<file path="config.mk">
export PLATFORM = sky130hd
export DESIGN_NAME = dotclk_divider
export DESIGN_NICKNAME = d
export VERILOG_FILES = /design/src/rtl/dotclk_pkg.sv /design/src/rtl/dotclk_selreg.sv /design/src/rtl/dotclk_counter.sv /design/src/rtl/dotclk_tap.sv /design/src/rtl/dotclk_shift_gate.sv /design/src/rtl/dotclk_divider.sv
export SDC_FILE = /design/constraint.sdc
export NUM_CORES = 1
export LEC_CHECK = 0
export ABC_CLOCK_PERIOD_IN_PS = 4100
export BUFFER_PORTS_ARGS = -buffer_cell sky130_fd_sc_hd__buf_4
export CELL_PAD_IN_SITES_DETAIL_PLACEMENT = 1
export CELL_PAD_IN_SITES_GLOBAL_PLACEMENT = 2
export CORE_ASPECT_RATIO = 0.9
export CORE_MARGIN = 2
export CORE_UTILIZATION = 36
export CTS_BUF_LIST = sky130_fd_sc_hd__clkbuf_4
export CTS_CLUSTER_DIAMETER = 80
export DETAILED_ROUTE_END_ITERATION = 10
export PLACE_DENSITY_LB_ADDON = 0.3
export RECOVER_POWER = 50
export SLEW_MARGIN = 0
export SYNTH_ARGS = -nofsm -noshare
export SYNTH_HDL_FRONTEND = slang
export SYNTH_SLANG_ARGS = --single-unit
</file>
<file path="constraint.sdc">
create_clock -name dot_clk -period 4.1 [get_ports dot_clk]
set_input_delay 0.82 -clock dot_clk [delete_from_list [all_inputs] [get_ports dot_clk]]
set_output_delay 0.82 -clock dot_clk [all_outputs]
set_load 0.01 [all_outputs]
</file>
<file path="src/rtl/dotclk_pkg.sv">
package dotclk_pkg;
  // Which output a divider tap feeds; picks the meaning of the hold code.
  typedef enum logic {
    TAP_REF = 1'b0,
    TAP_VID = 1'b1
  } tap_kind_e;

  localparam int unsigned DEF_CODE_W = 3;
endpackage

</file>
<file path="src/rtl/dotclk_selreg.sv">
module dotclk_selreg #(
  parameter int unsigned CODE_W = dotclk_pkg::DEF_CODE_W,
  localparam int unsigned SEL_W = 2 * CODE_W
) (
  input  logic              clk,
  input  logic              rst,
  input  logic              wr,
  input  logic [SEL_W-1:0]  wdata,
  output logic [CODE_W-1:0] ref_code,
  output logic [CODE_W-1:0] vid_code,
  output logic              sync_clr
);
  logic [SEL_W-1:0] sel_q;

  // The all-ones word is a command, not a setting.
  assign sync_clr = wr && (&wdata);

  always_ff @(posedge clk) begin
    if (rst) begin
      sel_q <= '1;
    end else if (wr && !sync_clr) begin
      sel_q <= wdata;
    end
  end

  assign ref_code = sel_q[CODE_W-1:0];
  assign vid_code = sel_q[SEL_W-1:CODE_W];
endmodule

</file>
<file path="src/rtl/dotclk_counter.sv">
module dotclk_counter #(
  parameter int unsigned STAGES = 6
) (
  input  logic              clk,
  input  logic              rst,
  input  logic              clr,
  output logic [STAGES-1:0] cnt
);
  // Counting down makes every bit rise on the same edge as all lower bits.
  always_ff @(posedge clk) begin
    if (rst || clr) begin
      cnt <= '0;
    end else begin
      cnt <= cnt - 1'b1;
    end
  end
endmodule

</file>
<file path="src/rtl/dotclk_tap.sv">
module dotclk_tap
  import dotclk_pkg::*;
#(
  parameter int unsigned CODE_W = DEF_CODE_W,
  parameter int unsigned STAGES = (1 << CODE_W) - 2,
  parameter tap_kind_e   KIND   = TAP_REF
) (
  input  logic              dot_clk,
  input  logic [STAGES-1:0] cnt,
  input  logic [CODE_W-1:0] code,
  output logic              clk_o
);
  localparam logic [CODE_W-1:0] HOLD = '1;

  logic tap_bit;
  logic hold_val;

  always_comb begin
    tap_bit = 1'b0;
    for (int i = 1; i <= int'(STAGES); i++) begin
      if (code == CODE_W'(i)) tap_bit = cnt[i-1];
    end
  end

  generate
    if (KIND == TAP_REF) begin : g_ref
      assign hold_val = cnt[STAGES-1];
    end else begin : g_vid
      assign hold_val = 1'b1;
    end
  endgenerate

  always_comb begin
    if (code == '0) begin
      clk_o = dot_clk;
    end else if (code == HOLD) begin
      clk_o = hold_val;
    end else begin
      clk_o = tap_bit;
    end
  end
endmodule

</file>
<file path="src/rtl/dotclk_shift_gate.sv">
module dotclk_shift_gate (
  input  logic dot_clk,
  input  logic rst,
  input  logic blank,
  input  logic ref_clk,
  input  logic ref_is_dot,
  input  logic shift_off,
  output logic shift_clk
);
  logic blank_q;
  logic open_q;

  always_ff @(posedge dot_clk) begin
    if (rst) blank_q <= 1'b1;
    else     blank_q <= blank;
  end

  // The gate changes on the falling dot edge and only while the reference is low.
  always_ff @(negedge dot_clk) begin
    if (rst) begin
      open_q <= 1'b0;
    end else if (ref_is_dot || !ref_clk) begin
      open_q <= !blank_q;
    end
  end

  assign shift_clk = ref_clk && open_q && !shift_off;
endmodule

</file>
<file path="src/rtl/dotclk_divider.sv">
module dotclk_divider
  import dotclk_pkg::*;
#(
  parameter int unsigned CODE_W = DEF_CODE_W,
  localparam int unsigned SEL_W  = 2 * CODE_W,
  localparam int unsigned STAGES = (1 << CODE_W) - 2
) (
  input  logic             dot_clk,
  input  logic             rst,
  input  logic             blank,
  input  logic             sel_wr,
  input  logic [SEL_W-1:0] sel_data,
  output logic             ref_clk,
  output logic             shift_clk,
  output logic             vid_clk
);
  localparam logic [CODE_W-1:0] HOLD = '1;

  logic [CODE_W-1:0] ref_code;
  logic [CODE_W-1:0] vid_code;
  logic              sync_clr;
  logic [STAGES-1:0] cnt;

  dotclk_selreg #(.CODE_W(CODE_W)) u_sel (
    .clk(dot_clk), .rst(rst), .wr(sel_wr), .wdata(sel_data),
    .ref_code(ref_code), .vid_code(vid_code), .sync_clr(sync_clr)
  );

  dotclk_counter #(.STAGES(STAGES)) u_cnt (
    .clk(dot_clk), .rst(rst), .clr(sync_clr), .cnt(cnt)
  );

  dotclk_tap #(.CODE_W(CODE_W), .STAGES(STAGES), .KIND(TAP_REF)) u_ref_tap (
    .dot_clk(dot_clk), .cnt(cnt), .code(ref_code), .clk_o(ref_clk)
  );

  dotclk_tap #(.CODE_W(CODE_W), .STAGES(STAGES), .KIND(TAP_VID)) u_vid_tap (
    .dot_clk(dot_clk), .cnt(cnt), .code(vid_code), .clk_o(vid_clk)
  );

  dotclk_shift_gate u_gate (
    .dot_clk(dot_clk), .rst(rst), .blank(blank), .ref_clk(ref_clk),
    .ref_is_dot(ref_code == '0), .shift_off(ref_code == HOLD),
    .shift_clk(shift_clk)
  );
endmodule

</file>
==> results of run 1 <==
## power breakdown
| group | switching (uW) | internal (uW) |
|---|---|---|
| Sequential | 24.2 | 155 |
| Combinational | 35.4 | 40.7 |
| Clock | 75.7 | 119 |
## stage by stage
step | power, uW | hold slack, ns | instance area [um2] | setup WS (ns)
final | 449.5 | 0.4970 | 933.4 | 0.07053
after global routing | 483.3 | 0.5247 | 933.4 | 0.01286
after CTS | 460.0 | 0.4971 | 937.1 | 0.005664
after detailed placement | 282.1 | 0.4665 | 832.0 | 0.4135
after global placement | 278.4 | 0.4668 | 832.0 | 0.4135
after floorplan | 251.3 | 0.4337 | 725.7 | 0.5165
## metal layers
metal	part of all wire	up-vias	wire, um	global-route usage
met5	0	-	0	0
met4	0.014	0	23	0.1474
met1	0.46	300	781	0.1777
met2	0.47	16	792	0.2545
met3	0.059	5	100	0.1331
li1	-	326	-	-
## sequential cells by signal, summed over array words and instances (netlist names)
signal	flops
u_cnt.cnt	6
u_sel.sel_q	6
u_gate.open_q	1
u_gate.blank_q	1
## worst paths after layout
kind                                 endpoint  slack [ns]  depth (start not counted)
worst min register to register   u_cnt.cnt[0]        0.50                          1
worst max-delay path                shift_clk        0.07                          3
worst max register to register  u_gate.open_q        0.70                          4
worst min-delay path             u_cnt.cnt[0]        0.50                          1
## cells in the final DEF, fill, tap and decap left out, types with 2 or more instances in the layout
cell type,n
a211oi_2,2
a211o_1,4
inv_1,9
dfxtp_1,14
nand2b_1,3
buf_4,9
nor3_1,2
and3_2,2
clkbuf_4,14
nor2_1,15
a21oi_1,2
xnor2_1,3
## kinds of logic after synthesis
logic type               synth area share
AND/OR/NAND/NOR                    0.2345
AO/OA/AOI/OAI                      0.1810
flip-flops                         0.3862
buffers and inverters             0.07241
XOR/XNOR                          0.04828
multiplexers                      0.06034
adder cells (fa/ha/maj)           0.01724
## repair_timing
action	4_1_cts	5_1_grt
setup endpoints to repair	1	2
pin swaps	0	1
gates resized for setup	2	1
## worst max-delay path: stages (launching register included)
cell,delay (ns)
dfxtp_1,0.31
inv_2,0.04
nor4_2,0.20
buf_4,0.16
## final cells by class
cell class | count | area share
multi-input cells | 54 | 0.4249
flip-flops and latches | 14 | 0.3003
clock buffers | 16 | 0.1327
repair buffers | 9 | 0.06836
inverters | 9 | 0.03619
well taps | 25 | 0.03351
clock inverters | 1 | 0.004021
==> metrics.cfg, run 1 <==
[logic_synthesis]
synth_edf_count = 0
synth_area_um2 = 725.7
synth_cell_type_count = 33
syn_nets = 91
yosysMostFrequentCell = nor2_1
ys_warn_count = 0
yosys-top-cells-area = dfxtp_1, nor2_1, inv_1, a211o_1, xnor2_1
synth_top_area_cell = dfxtp_1
synth.avg_cell_area_um2 = 9.071
synthCells = 80
synth-seq-cells = 14
yosysSeqAreaShare = 0.3862
synthTopCellsByCount = nor2_1, dfxtp_1, inv_1
yosys_most_used_dff = dfxtp_1
synthArstFlopShare = 0
yosys.area.top_type_share = 0.3862

[timing]
totalNegativeSetupSlack_ns = 0
slew_headroom = 0.7294
finalSetupViolations = 0
hold_viol_final = 0
tightest_slew_ns = 0.4059
drv_slew = 0
finClkSkew_ns = 0.06425
rsz0062_at_grt = no

[worst_setup_path]
startpoint = u_gate.open_q
r2r-start = u_sel.sel_q[1]
crit_type = register to output port
cp.required_ns = 3.28
critPathMaxFanout = 2
cp-start-kind = register
cp-end-kind = output port
critical_path_arrival_ns = 3.21

[placement]
dp_hpwl_um = 1163
placedCellCount = 115
numPortBuffers = 12
gp_congestion = 0.7088

[clock_network]
clk_latency_ns = 0.46
post-cts-setup-buffers = 0
ctsHoldBuffers = 0
tritoncts = done
path_clk_slew_ns = 0.08

[grt]
grt-ovfl-total = 0
grt_max_degree = 12
antenna_found_initial = 0
grt.total_usage = 0.1795
grt_pass1_wl_um = 2815
grt_pass1_vias = 686

[die]
dieArea_um2 = 2391
dieWidth_um = 51.33
rows = 15
coreArea_um2 = 1914
ios = 13
initial_utilization = 0.3791
die_y_um = 46.60

[run]
timing.max_cap.violations = 0

[hold_path]
hp-class = register to register
hold_path_startpoint = u_cnt.cnt[0]

[pwr]
power_density_nw_per_um2 = 481.6
ir_drop_mv = 0.2664
leakage_uw = 0.0004298

[finish]
regArea_um2 = 280.3
fin_util = 0.4876
drive_gt1_frac = 0.3495
stdcell_count = 128
antenna_cells = 0
synthToLayoutAreaGrowth_pct = 28.62
nNetsFinal = 113
multi_input_area_um2 = 396.6
fillers = 244

[route]
vias_per_cell = 5.055
avgRoutedWirePerCell_um = 13.27
wl_um = 1698
route.vias.total = 647
drt_iter0_drc = 6
ant_nets = 0
route.detailed.drc = 0
drt_pass1_iterations = 4

[status]
status = complete, no violations

(Power assumes the default switching activity.)
==> run 2, diff against run 1 <==
- ABC_AREA: not set -> 1
- BUFFER_PORTS_ARGS: -buffer_cell sky130_fd_sc_hd__buf_4 -> -buffer_cell sky130_fd_sc_hd__buf_2
- CELL_PAD_IN_SITES_DETAIL_PLACEMENT: 1 -> 2
- CORE_UTILIZATION: 36 -> 33
==> run 2 against run 1 <==
  * Design area fell by 0.27%
  * Worst hold slack got worse by 0.071 ns
  * Sequential power fell by 5%
  * Routed wire length rose by 54%
  * Die area rose by 6.1%
  * Register-to-register slack improved by 0.12 ns
  * Combinational power fell by 6.7%
  * Critical path type is now clock port to output port
  * Largest cell class unchanged
  * Via count rose by 28%
==> metrics.cfg, run 2 <==
[logic_synthesis]
synth_top_area_cell = dfxtp_1  ; unchanged
synth_area_um2 = 709.4  ; was 725.7 um2
synth_xor_xnor_area_share = 0.01235  ; was 0.04828
synth_mux_area_frac = 0  ; was 0.06034
synthSimpleGateAreaFrac = 0.3351  ; was 0.2345
yosys.area.top_type_share = 0.3951  ; was 0.3862
synthArstFlopShare = 0  ; unchanged
synth_cell_type_count = 22  ; was 33
synth_fa_ha_area_frac = 0.01764  ; was 0.01724
synthCells = 102  ; was 80
yosysMostFrequentCell = nand2_1  ; was nor2_1
synth_edf_count = 0  ; unchanged
synth_top_family_by_area = simple AND/OR/NAND/NOR gates  ; unchanged
yosysSeqAreaShare = 0.3951  ; was 0.3862
synthTopCellsByCount = nand2_1, inv_1, dfxtp_1  ; was nor2_1, dfxtp_1, inv_1
syn_nets = 113  ; was 91
yosys-top-cells-area = dfxtp_1, nand2_1, nand3_1, inv_1, nor2_1  ; was dfxtp_1, nor2_1, inv_1, a211o_1, xnor2_1
synth.avg_cell_area_um2 = 6.955  ; was 9.071 um2
synth_compound_area_frac = 0.1446  ; was 0.1810
yosys_most_used_dff = dfxtp_1  ; unchanged
synth-seq-cells = 14  ; unchanged
ys_warn_count = 0  ; unchanged

[pwr]
ir_drop_mv = 0.3560  ; was 0.2664 mV
power_density_nw_per_um2 = 556.6  ; was 481.6 nW/um2
leakage_uw = 0.0004836  ; was 0.0004298 uW

[worst_setup_path]
reg2reg_setup_slack_ns = 0.82  ; was 0.70 ns
crit_type = clock port to output port  ; was register to output port
reg2reg_to = u_gate.open_q  ; unchanged
critPathMaxFanout = 2  ; unchanged
r2r-start = u_cnt.cnt[0]  ; was u_sel.sel_q[1]
r2r_cells = 8  ; was 4
cp-start-kind = clock port  ; was register
cp.required_ns = 3.28  ; about the same
critical_path_arrival_ns = 3.18  ; was 3.21 ns
cp-end-kind = output port  ; unchanged

[finish]
drive_gt1_frac = 0.2422  ; was 0.3495
synthToLayoutAreaGrowth_pct = 31.22  ; was 28.62%
fin_util = 0.4724  ; was 0.4876
antenna_cells = 0  ; unchanged
top_regs = u_cnt.cnt x6, u_sel.sel_q x6  ; unchanged
nNetsFinal = 140  ; was 113
fillers = 238  ; was 244
final_cell_mix = nand2_1, inv_1, dfxtp_1  ; was nor2_1, clkbuf_4, dfxtp_1
final_common_cell = nand2_1  ; was nor2_1
stdcell_count = 153  ; was 128
final_area_um2 = 930.9  ; was 933.4 um2

[timing]
hold_viol_final = 0  ; unchanged
rsz0062_at_grt = no  ; unchanged
totalNegativeSetupSlack_ns = 0  ; unchanged
slew_headroom = 0.7930  ; was 0.7294
finalSetupViolations = 0  ; unchanged
finClkSkew_ns = 0.07018  ; was 0.06425 ns
setup_slack_ns = 0.09896  ; was 0.07053 ns
tightest_slew_ns = 0.3098  ; was 0.4059 ns
drv_slew = 0  ; unchanged

[route]
drt_pass1_iterations = 4  ; unchanged
drt_iter0_drc = 6  ; unchanged
ant_nets = 0  ; unchanged
route.detailed.drc = 0  ; unchanged
route.vias.total = 825  ; was 647
vias_per_cell = 5.392  ; was 5.055
wl_um = 2609  ; was 1698 um
avgRoutedWirePerCell_um = 17.05  ; was 13.27 um

[grt]
grt_pass1_wl_um = 4153  ; was 2815 um
grt_pass1_vias = 918  ; was 686
busiest_layer = met2  ; unchanged
antenna_found_initial = 0  ; unchanged
grt_max_degree = 10  ; was 12
use_met3 = 0.1125  ; was 0.1331
grt_util_met2 = 0.4125  ; was 0.2545
met1_usage = 0.2443  ; was 0.1777
grt.total_usage = 0.2582  ; was 0.1795
grt-ovfl-total = 0  ; unchanged

[die]
die_y_um = 47.99  ; was 46.60 um
ios = 13  ; unchanged
coreArea_um2 = 1971  ; was 1914 um2
rows = 15  ; unchanged
dieWidth_um = 52.88  ; was 51.33 um
dieArea_um2 = 2537  ; was 2391 um2
initial_utilization = 0.3600  ; was 0.3791

[hold_path]
min_path_cells = 1  ; unchanged
hp-class = register to register  ; unchanged
hold_path_startpoint = u_cnt.cnt[0]  ; unchanged
whs_endpoint = u_cnt.cnt[0]  ; unchanged

[placement]
dp_hpwl_um = 1618  ; was 1163 um
placedCellCount = 138  ; was 115
gp_congestion = 0.7288  ; was 0.7088
numPortBuffers = 12  ; unchanged
post_dp_cell_area_um2 = 797.0  ; was 832.0 um2
place_worst_setup_slack_ns = 0.6459  ; was 0.4135 ns

[run]
timing.max_cap.violations = 0  ; unchanged

[status]
status = complete, no violations  ; unchanged

[clock_network]
clk_latency_ns = 0.47  ; was 0.46 ns
path_clk_slew_ns = 0.10  ; was 0.08 ns
tritoncts = done  ; unchanged

run 2: cell types whose count changed in the layout (fill, tap and decap cells not counted), moves of 4 or more:
cell / delta
nand2_1: +22
a211o_1: -4
nor2_1: -6
inv_1: +9
nand3_1: +12
buf_2: +11
buf_4: -9
run 2: timing repair:
item	CTS	global route
gates resized for setup	3	0
buffers inserted	0	0
hold buffers	0	0
endpoints found under the setup margin	2	0
run 2: cell type report:
type | count | area, um2 | area share
clock buffers | 16 | 112.6 | 0.1210
flip-flops and latches | 14 | 280.3 | 0.3011
inverters | 15 | 56.30 | 0.06048
repair buffers | 9 | 43.79 | 0.04704
clock inverters | 4 | 41.29 | 0.04435
multi-input cells | 70 | 365.4 | 0.3925
well taps | 25 | 31.28 | 0.03360
run 2: routing by layer:
| metal | vias to the layer above | wire (um) |
|---|---|---|
| li1 | 389 | - |
| met1 | 394 | 1060 |
| met2 | 30 | 1312 |
| met3 | 12 | 111 |
| met4 | 0 | 125 |
| met5 | - | 0 |
run 2: worst max-delay path by stage:
stage          slack [ns]         to  cells after the start     startpoint
4_1_cts              0.06    ref_clk                     10        dot_clk
5_1_grt              0.03    ref_clk                     10        dot_clk
2_1_floorplan        0.69  shift_clk                      2  u_gate.open_q
3_5_place_dp         0.65  shift_clk                      3  u_gate.open_q
3_3_place_gp         0.66  shift_clk                      3  u_gate.open_q
6_report              0.1    ref_clk                     10        dot_clk
run 2: cells by family (layout without fill, tap and decap cells):
kind of cell | count (synthesis) | after routing
AND/OR/NAND/NOR | 52 | 52
buffers and inverters | 18 | 44
AO/OA/AOI/OAI | 16 | 16
flip-flops | 14 | 14
adder cells (fa/ha/maj) | 1 | 1
XOR/XNOR | 1 | 1
run 2: stage by stage:
step / total power, uW / hold slack [ns]
after floorplan: 227.5 / 0.3925
after global placement: 247.5 / 0.4003
after detailed placement: 255.0 / 0.4105
after CTS: 529.8 / 0.4274
after global routing: 551.8 / 0.4530
final: 518.1 / 0.4255
run 2: critical path: stages:
cell and delay (ns):
clkbuf_4 0.11, clkbuf_4 0.12, clkbuf_4 0.12, clkbuf_4 0.12, clkbuf_4 0.13, o21ai_4 0.11
clkbuf_4 0.15, clkbuf_4 0.11, inv_1 0.03, buf_2 0.12
run 2: report_power, final:
group	leakage [uW]	internal [uW]	total [uW]	switching (uW)
clock	0.000114	182	277	95.4
sequential	0.000117	151	170	18.2
combinational	0.000253	27.4	71.1	43.8
==> run 3, diff against run 2 <==
- PLACE_DENSITY_LB_ADDON: 0.3 -> 0.08
==> run 3 against run 2 <==
  * Design area fell by 3.2%
  * Power fell by 15%
  * Routed wire length down 2.0%
  * Worst setup slack worse by 0.0015 ns
  * Global-route usage fell by 1.1 points
  * Combinational power about the same
  * Die area stayed put
  * Cell count is the same
  * Largest power group unchanged
  * Flip-flop and latch count is the same
  * Non-clock buffer count is the same
  * Critical endpoint unchanged
  * Highest routed layer unchanged
==> metrics.cfg, run 3 (synthesis results as in run 2) <==
[timing]
drv_slew = 0  ; unchanged
finalSetupViolations = 0  ; unchanged
hold_viol_final = 0  ; unchanged
slew_headroom = 0.7995  ; was 0.7930
rsz0062_at_grt = no  ; unchanged
tightest_slew_ns = 0.2984  ; was 0.3098 ns
finClkSkew_ns = 0.07768  ; was 0.07018 ns
totalNegativeSetupSlack_ns = 0  ; unchanged

[die]
coreArea_um2 = 1971  ; unchanged
dieArea_um2 = 2537  ; unchanged
initial_utilization = 0.3600  ; unchanged
die_y_um = 47.99  ; unchanged
dieWidth_um = 52.88  ; unchanged
ios = 13  ; unchanged
rows = 15  ; unchanged

[route]
route.vias.total = 809  ; was 825
vias_per_cell = 5.288  ; was 5.392
route.detailed.drc = 0  ; unchanged
ant_nets = 0  ; unchanged
drt_iter0_drc = 13  ; was 6
drt_pass1_iterations = 4  ; unchanged
avgRoutedWirePerCell_um = 16.71  ; was 17.05 um
wl_um = 2556  ; was 2609 um

[clock_network]
tritoncts = done  ; unchanged
clk_latency_ns = 0.47  ; about the same
cts_resized = 2  ; was 3
path_clk_slew_ns = 0.09  ; was 0.10 ns
ctsHoldBuffers = 0  ; unchanged
post-cts-setup-buffers = 0  ; unchanged

[worst_setup_path]
crit_path_cell_trace = clkbuf_4, clkbuf_4, clkbuf_4, clkbuf_4, o21ai_2, clkbuf_4, clkbuf_4, clkbuf_4, inv_1, buf_2  ; was clkbuf_4, clkbuf_4, clkbuf_4, clkbuf_4, clkbuf_4, o21ai_4, clkbuf_4, clkbuf_4, inv_1, buf_2
critical_path_arrival_ns = 3.18  ; about the same
cp.required_ns = 3.28  ; about the same
cp-start-kind = clock port  ; unchanged
crit_top_cell = clkbuf_4  ; unchanged
r2r-start = u_sel.sel_q[0]  ; was u_cnt.cnt[0]
crit_type = clock port to output port  ; unchanged
startpoint = dot_clk  ; unchanged
cp_top_family = buffers and inverters  ; unchanged
critPathMaxFanout = 2  ; unchanged
r2r_cells = 7  ; was 8
reg2reg_to = u_gate.open_q  ; unchanged
crit_path_top_delay_cell = clkbuf_4  ; unchanged
reg2reg_setup_slack_ns = 0.83  ; was 0.82 ns
crit_buf_inv = 9  ; unchanged
cp-end-kind = output port  ; unchanged
max_stage_delay_ns = 0.14  ; was 0.15 ns

[hold_path]
hp-class = register to register  ; unchanged
whs_endpoint = u_cnt.cnt[0]  ; unchanged
min_path_cells = 1  ; unchanged
hold_path_startpoint = u_cnt.cnt[0]  ; unchanged

[pwr]
leakage_uw = 0.0004728  ; was 0.0004836 uW
power_density_nw_per_um2 = 490.8  ; was 556.6 nW/um2
p_total_uw = 442.1  ; was 518.1 uW
ir_drop_mv = 0.1901  ; was 0.3560 mV

[finish]
nNetsFinal = 140  ; unchanged
antenna_cells = 0  ; unchanged
synthToLayoutAreaGrowth_pct = 26.98  ; was 31.22%
final_area_um2 = 900.9  ; was 930.9 um2
drive_gt1_frac = 0.2422  ; unchanged
regArea_um2 = 280.3  ; unchanged
stdcell_count = 153  ; unchanged
final_cell_mix = nand2_1, inv_1, clkbuf_4, dfxtp_1, nand3_1  ; was nand2_1, inv_1, dfxtp_1
fillers = 251  ; was 238
final_common_cell = nand2_1  ; unchanged
top_regs = u_cnt.cnt x6, u_sel.sel_q x6  ; unchanged
multi_input_area_um2 = 357.8  ; was 365.4 um2

[placement]
numPortBuffers = 12  ; unchanged
placedCellCount = 138  ; unchanged
dp_hpwl_um = 1590  ; was 1618 um
post_dp_cell_area_um2 = 797.0  ; unchanged
gp_congestion = 0.7358  ; was 0.7288

[run]
timing.max_cap.violations = 0  ; unchanged

[grt]
grt_pass1_wl_um = 4174  ; was 4153 um
grt.total_usage = 0.2470  ; was 0.2582
grt_pass1_vias = 973  ; was 918
grt-ovfl-total = 0  ; unchanged
antenna_found_initial = 0  ; unchanged
grt_max_degree = 9  ; was 10

[status]
status = complete, no violations  ; unchanged

==> run 3: cell count changes in the layout (fill, tap and decap cells not counted) <==
cell       delta
bufinv_16     -1
clkbuf_4      +1
o21ai_2       +1
o21ai_4       -1
==> run 3: final cells by class <==
class                           instances  share of cell area
Inverter                               15             0.06250
Timing Repair Buffer                    9             0.04861
Clock inverter                          3             0.01250
Multi-Input combinational cell         70              0.3972
Clock buffer                           17              0.1333
Tap cell                               25             0.03472
Sequential cell                        14              0.3111
==> run 3: power by group <==
part	switching (uW)	internal, uW
Clock	84.7	118
Sequential	17.3	151
Combinational	43.8	27.1
==> run 3: worst max path at each step <==
stage	endpoint	cells after the start
after global routing	shift_clk	3
final	ref_clk	10
after global placement	shift_clk	3
after detailed placement	shift_clk	3
after CTS	ref_clk	10
after floorplan	shift_clk	2
==> run 3: per-layer routing <==
metal,vias up,global-route usage,part of all wire
met3,2,0.1063,0.037
met5,-,0,0
met1,396,0.2448,0.40
li1,387,-,-
met2,24,0.4275,0.56
met4,0,0.1744,0.0063
==> run 3: through the flow <==
stage / setup slack, ns / utilization / hold WS [ns]
global placement: 0.6575 / 0.4044 / 0.4003
detailed placement: 0.6300 / 0.4044 / 0.4053
global route: 0.004881 / 0.4571 / 0.4523
CTS: 0.05781 / 0.4616 / 0.4187
finish: 0.09749 / 0.4571 / 0.4160
floorplan: 0.6872 / - / 0.3925
